### src/rtl/evt_timer8_pkg.sv
package evt_timer8_pkg;
  typedef enum logic [1:0] {
    MODE_IDLE  = 2'b00,
    MODE_EVENT = 2'b01,
    MODE_TIMER = 2'b10,
    MODE_PULSE = 2'b11
  } tmr_mode_e;

  localparam int CTRL_W     = 8;
  localparam int PSC_W      = 3;
  localparam int BIT_EDGE   = 3;
  localparam int BIT_EN     = 4;
  localparam int BIT_UNUSED = 5;
endpackage

### src/rtl/evt_timer8_prescaler.sv
module evt_timer8_prescaler #(
  parameter int PS_W = 3
) (
  input  logic            clk,
  input  logic            rst,
  input  logic [PS_W-1:0] sel,
  output logic            tick
);
  localparam int DIV_W = 1 << PS_W;

  logic [DIV_W-1:0] div_q;
  logic [DIV_W-1:0] tap_mask;

  // bits [sel:0] set: tick once every 2^(sel+1) clocks
  always_comb begin
    for (int i = 0; i < DIV_W; i++) begin
      tap_mask[i] = (i <= int'(sel));
    end
  end

  always_ff @(posedge clk) begin
    if (rst) begin
      div_q <= '0;
      tick  <= 1'b0;
    end else begin
      div_q <= div_q + 1'b1;
      tick  <= ((div_q & tap_mask) == tap_mask);
    end
  end
endmodule

### src/rtl/evt_timer8_insync.sv
module evt_timer8_insync #(
  parameter int STAGES = 2
) (
  input  logic clk,
  input  logic rst,
  input  logic din,
  output logic lvl,
  output logic rise,
  output logic fall
);
  logic [STAGES-1:0] sh_q;
  logic              prev_q;

  generate
    if (STAGES == 1) begin : g_one
      always_ff @(posedge clk) begin
        if (rst) sh_q <= '0;
        else     sh_q <= din;
      end
    end else begin : g_chain
      always_ff @(posedge clk) begin
        if (rst) sh_q <= '0;
        else     sh_q <= {sh_q[STAGES-2:0], din};
      end
    end
  endgenerate

  always_ff @(posedge clk) begin
    if (rst) prev_q <= 1'b0;
    else     prev_q <= sh_q[STAGES-1];
  end

  assign lvl  = sh_q[STAGES-1];
  assign rise = lvl & ~prev_q;
  assign fall = ~lvl & prev_q;
endmodule

### src/rtl/evt_timer8_regs.sv
module evt_timer8_regs
  import evt_timer8_pkg::*;
#(
  parameter int CNT_W = 8
) (
  input  logic              clk,
  input  logic              rst,
  input  logic              data_we,
  input  logic              ctrl_we,
  input  logic [CNT_W-1:0]  wdata,
  input  logic              clr_en,
  output logic [CNT_W-1:0]  preload,
  output logic [CTRL_W-1:0] ctrl_q,
  output tmr_mode_e         mode,
  output logic              edge_sel,
  output logic              en,
  output logic [PSC_W-1:0]  psc
);
  always_ff @(posedge clk) begin
    if (rst) begin
      preload <= '0;
      ctrl_q  <= '0;
    end else begin
      if (data_we) preload <= wdata;
      if (ctrl_we) begin
        ctrl_q             <= wdata[CTRL_W-1:0];
        ctrl_q[BIT_UNUSED] <= 1'b0;
      end else if (clr_en) begin
        ctrl_q[BIT_EN] <= 1'b0;
      end
    end
  end

  assign mode     = tmr_mode_e'(ctrl_q[CTRL_W-1:CTRL_W-2]);
  assign edge_sel = ctrl_q[BIT_EDGE];
  assign en       = ctrl_q[BIT_EN];
  assign psc      = ctrl_q[PSC_W-1:0];
endmodule

### src/rtl/evt_timer8_count.sv
module evt_timer8_count
  import evt_timer8_pkg::*;
#(
  parameter int CNT_W = 8
) (
  input  logic             clk,
  input  logic             rst,
  input  tmr_mode_e        mode,
  input  logic             en,
  input  logic             edge_sel,
  input  logic             tick,
  input  logic             lvl,
  input  logic             rise,
  input  logic             fall,
  input  logic [CNT_W-1:0] preload,
  output logic [CNT_W-1:0] count,
  output logic             ovf,
  output logic             freq,
  output logic             clr_en
);
  logic act_edge, trail_edge, act_lvl, step;

  assign act_edge   = edge_sel ? fall : rise;
  assign trail_edge = edge_sel ? rise : fall;
  assign act_lvl    = lvl ^ edge_sel;

  always_comb begin
    unique case (mode)
      MODE_EVENT: step = en & act_edge;
      MODE_TIMER: step = en & tick;
      MODE_PULSE: step = en & tick & act_lvl;
      default:    step = 1'b0;
    endcase
  end

  assign clr_en = en & (mode == MODE_PULSE) & trail_edge;

  always_ff @(posedge clk) begin
    if (rst) begin
      count <= '0;
      ovf   <= 1'b0;
      freq  <= 1'b0;
    end else begin
      ovf <= 1'b0;
      if (step) begin
        if (&count) begin
          count <= preload;
          ovf   <= 1'b1;
          freq  <= ~freq;
        end else begin
          count <= count + 1'b1;
        end
      end
    end
  end
endmodule

### src/rtl/evt_timer8.sv
module evt_timer8
  import evt_timer8_pkg::*;
#(
  parameter int CNT_W       = 8,
  parameter int SYNC_STAGES = 2
) (
  input  logic              clk,
  input  logic              rst,
  input  logic              data_we,
  input  logic              ctrl_we,
  input  logic [CNT_W-1:0]  wdata,
  input  logic              ext_in,
  output logic [CNT_W-1:0]  count_o,
  output logic [CTRL_W-1:0] ctrl_o,
  output logic              ovf_pulse,
  output logic              freq_out
);
  logic [CNT_W-1:0] preload_q;
  tmr_mode_e        mode;
  logic             edge_sel, en, clr_en;
  logic [PSC_W-1:0] psc;
  logic             tick, lvl, rise, fall;

  evt_timer8_regs #(.CNT_W(CNT_W)) u_regs (
    .clk(clk), .rst(rst), .data_we(data_we), .ctrl_we(ctrl_we),
    .wdata(wdata), .clr_en(clr_en), .preload(preload_q), .ctrl_q(ctrl_o),
    .mode(mode), .edge_sel(edge_sel), .en(en), .psc(psc)
  );

  evt_timer8_prescaler #(.PS_W(PSC_W)) u_psc (
    .clk(clk), .rst(rst), .sel(psc), .tick(tick)
  );

  evt_timer8_insync #(.STAGES(SYNC_STAGES)) u_sync (
    .clk(clk), .rst(rst), .din(ext_in), .lvl(lvl), .rise(rise), .fall(fall)
  );

  evt_timer8_count #(.CNT_W(CNT_W)) u_cnt (
    .clk(clk), .rst(rst), .mode(mode), .en(en), .edge_sel(edge_sel),
    .tick(tick), .lvl(lvl), .rise(rise), .fall(fall), .preload(preload_q),
    .count(count_o), .ovf(ovf_pulse), .freq(freq_out), .clr_en(clr_en)
  );
endmodule

### config.mk
export PLATFORM = sky130hd
export DESIGN_NAME = evt_timer8
export DESIGN_NICKNAME = d
export VERILOG_FILES = /design/src/rtl/evt_timer8_pkg.sv /design/src/rtl/evt_timer8_prescaler.sv /design/src/rtl/evt_timer8_insync.sv /design/src/rtl/evt_timer8_regs.sv /design/src/rtl/evt_timer8_count.sv /design/src/rtl/evt_timer8.sv
export SDC_FILE = /design/constraint.sdc
export NUM_CORES = 1
export LEC_CHECK = 0
export ABC_CLOCK_PERIOD_IN_PS = 2900
export BUFFER_PORTS_ARGS = -buffer_cell sky130_fd_sc_hd__buf_2
export CAP_MARGIN = 10
export CORE_ASPECT_RATIO = 1.25
export CORE_MARGIN = 3
export CORE_UTILIZATION = 58
export DETAILED_ROUTE_END_ITERATION = 10
export GPL_ROUTABILITY_DRIVEN = 0
export PLACE_DENSITY = 0.8
export SYNTH_ARGS = -nofsm -noshare
export SYNTH_HDL_FRONTEND = slang
export SYNTH_HIERARCHICAL = 1
export SYNTH_SLANG_ARGS = --single-unit
### constraint.sdc
create_clock -name clk -period 2.9 [get_ports clk]
set_clock_uncertainty 0.05 [all_clocks]
set_input_delay 0.29 -clock clk [delete_from_list [all_inputs] [get_ports clk]]
set_output_delay 0.29 -clock clk [all_outputs]
set_load 0.05 [all_outputs]
==> results.md <==
- CTS Buffer Depth: 2
- R2R Path End: u_cnt/count[3]
- Finished Layout Cells: 247
- Post-DP HPWL: 2.556 mm
- Tcrit/Tclk final: 60.84%
- Avg Inst Size Synth: 9.140 µm²
- Seq/Total Area, Yosys: 42.65%
- Worst Hold End: u_sync/sh_q[0]
- CORE AREA: 2759 µm²
- Post-synthesis cell area: 1737 µm²
- WL/cell: 14.77 µm
- Starting density of the core: 62.95%
- RSZ-0062 raised after global routing: false
- Number of flops mapped to enable cells by yosys: 0
- Pre-Repair DR Iteration Count: 4
- Worst R2R Path Depth: 5
- Largest fanout on the critical path: 6
- Post-CTS setup buffers: 0
- Relative slew slack: 54.21%
- Register area: 740.7 µm²
- MaxCap Viol Count: 0
- Worst-margin pin slew: 0.6869 ns
- Clk slew on worst S/H paths: 0.12 ns
- First-pass GRT wire length: 5.885 mm
- Largest net degree at the start of global routing: 41
- Clk_lat worst skew: 0.34 ns
- Reg2Reg Launch Point: u_cnt/count[1]
- Crit Path Class: reg -> reg
- Setup TNS: 0 ns
- Cell Rows: 21
- Synthesized net count: 205
- Hold Startpoint: ext_in
- Synth-to-layout area growth: 8.285%
- Die extent in x: 54.94 µm
- Worst R2R Setup Slack: 1.14 ns
- Max-slew violation count: 0
- Yosys top cell area share: 42.65%
- Arr. time, crit path: 1.96 ns
- Fill cell count: 235
- N_diodes: 0
- Multi-input gate area: 870.8 µm²
- Tot GR Track Use: 22.17%
- Synth top area cells: dfxtp_1 43%, mux2i_1 8.6%, nor2_1 5.2%
- Critical Path RT: 3.09 ns
- Final Setup Violations: 0
- Number of CTS-inserted buffers: 5
- Worst path cell trace: ha_1 -> nand4_1 -> nor2_1 -> a21oi_1 -> o32ai_1
- Die Height: 67.18 µm
- Hold Path Cell Cnt: 2
- Drt drc: 0
- CTS tree: built
- Min Tclk post-route: 1.764 ns
- CTS root buf: clkbuf_4
- Final core utilization: 68.16%
- Post-synth top area cell: dfxtp_1
- H-tree depth: 2
- Initial DRC Count: 57
- Initial antenna violation count: 0
- Async set-reset flop share out of synthesis: 0%
- Synth Register Bits: 37
- Maximum VDD drop: 0.4467 mV
- Nets: 227
- Yosys cell types: 50
- Status: completed
- Worst setup SP type: flop
- Hold WC Path Type: in -> reg
- P per Cell Area: 478.9 nW/µm²
- Placed cells: 239
- Predominant post-synthesis flop cell: dfxtp_1
- Pre-CTS WS: 1.212 ns
- Die Footprint: 3691 µm²
- Post-route antenna net violation count: 0
- PortBufs: 29
- Crit-path slowest cell: dfxtp_1
- Io pins: 31
- Final Hold Fails: 0
- Fraction of layout cells with a size suffix above 1: 22.07%
- Resized cells post-CTS: 0
- GRT overflow: 0
- WL final: 3.648 mm
- Vias/cell: 5.931
- Mapped Cells: 190
- Via Count: 1,465
- Crit end category: flop
- Lkg Pwr: 0.7715 nW
- Clock sink count: 37
- Fmax: 566.8 MHz
- Syn. warnings: 6
- CP max stage delay: 0.41 ns
- Setup slack after layout: 1.136 ns
- Hold_buf cts: 0
- Vias in the first global route: 1,365
[synth_stat cells (3+ instances only)]
cell	count
nor2_1	24
a21oi_1	12
buf_4	8
dfxtp_1	37
mux2i_1	15
nor2b_1	7
a221oi_1	4
nand2_1	13
nor3_1	4
nand3_1	8
inv_1	7
o21ai_0	3
nand2b_1	3
clkbuf_1	3
[flip-flops by register name, indices dropped and copies added (netlist names)]
name and cells:
u_regs/ctrl_q 7, u_psc/div_q 8, u_cnt/freq 1, u_sync/prev_q 1
u_cnt/count 8, u_regs/preload 8, u_psc/tick 1, u_cnt/ovf 1
u_sync/sh_q 2
[worst max-delay path, delay by kind of cell (launching register included)]
kind	cells	cell delay (ns)
AO/OA/AOI/OAI	2	0.39
adder cells (fa/ha/maj)	1	0.28
AND/OR/NAND/NOR	2	0.54
flip-flops	1	0.41
[logic make-up (layout without fill, tap and decap cells)]
kind of cell | count (synthesis) | in the layout | share of synthesized area (%)
and+or+nand+nor | 69 | 69 | 19.45
AOI/OAI and AO/OA | 38 | 38 | 16.43
DFF | 37 | 37 | 42.65
buffers and inverters | 21 | 44 | 7.205
muxes | 18 | 18 | 10.59
xor gates and xnor gates | 4 | 4 | 2.018
adders and majority gates | 2 | 2 | 1.441
other | 1 | 1 | 0.2159
[stage by stage]
step           hold slack (ns)  total power [mW]  cell area [µm²]
2_1_floorplan           0.3091            0.6303             1737
3_3_place_gp            0.3934            0.6447             1826
3_5_place_dp            0.3886            0.6484             1826
4_1_cts                0.09732            0.9064             1881
5_1_grt                0.09160            0.9465             1881
6_report                0.1115            0.9005             1881
[layout by cell type, fill, tap and decap left out, types with 3 or more instances in the layout]
| master | synthesis | final |
|---|---|---|
| dfxtp_1 | 37 | 37 |
| buf_2 | 1 | 29 |
| nor2_1 | 24 | 24 |
| a221oi_1 | 4 | 4 |
| o21ai_0 | 3 | 3 |
| clkbuf_4 | 0 | 5 |
| nor3_1 | 4 | 4 |
| nor2b_1 | 7 | 7 |
| a21oi_1 | 12 | 12 |
| nand2b_1 | 3 | 3 |
| nand2_1 | 13 | 13 |
| nand3_1 | 8 | 8 |
| inv_1 | 7 | 7 |
| mux2i_1 | 15 | 15 |
[area by class of cell]
class	instances	share of cell area, %
Clock buffer	5	1.996
Multi-Input combinational cell	132	46.31
Sequential cell	37	39.39
Inverter	7	1.397
Timing Repair Buffer	29	7.718
Clock inverter	3	0.9315
Tap cell	34	2.262
[where the power goes]
group / switching [mW] / internal, mW
combinational: 0.0582 / 0.0341
sequential: 0.0186 / 0.527
clock: 0.172 / 0.0914
total: 0.249 / 0.652
[worst max-delay path by stage]
stage | cells past startpoint | start | endpoint | slack, ns
after floorplan | 5 | u_cnt/count[1] | u_cnt/freq | 0.95
after global placement | 5 | u_cnt/count[1] | u_cnt/freq | 1.28
after CTS | 5 | u_cnt/count[1] | u_cnt/count[3] | 1.18
after global routing | 5 | u_cnt/count[1] | u_cnt/count[3] | 1.0
after detailed placement | 5 | u_cnt/count[1] | u_cnt/freq | 1.21
final | 5 | u_cnt/count[1] | u_cnt/count[3] | 1.14
[routing by layer]
metal | global-route usage [%] | vias up | part of all wire, %
li1 | - | 706 | -
met1 | 26.10 | 685 | 44
met2 | 34.76 | 64 | 48
met3 | 7.285 | 10 | 6.3
met4 | 12.16 | 0 | 2.1
met5 | 0 | - | 0
Note: power is estimated with default switching activity, not from simulation.
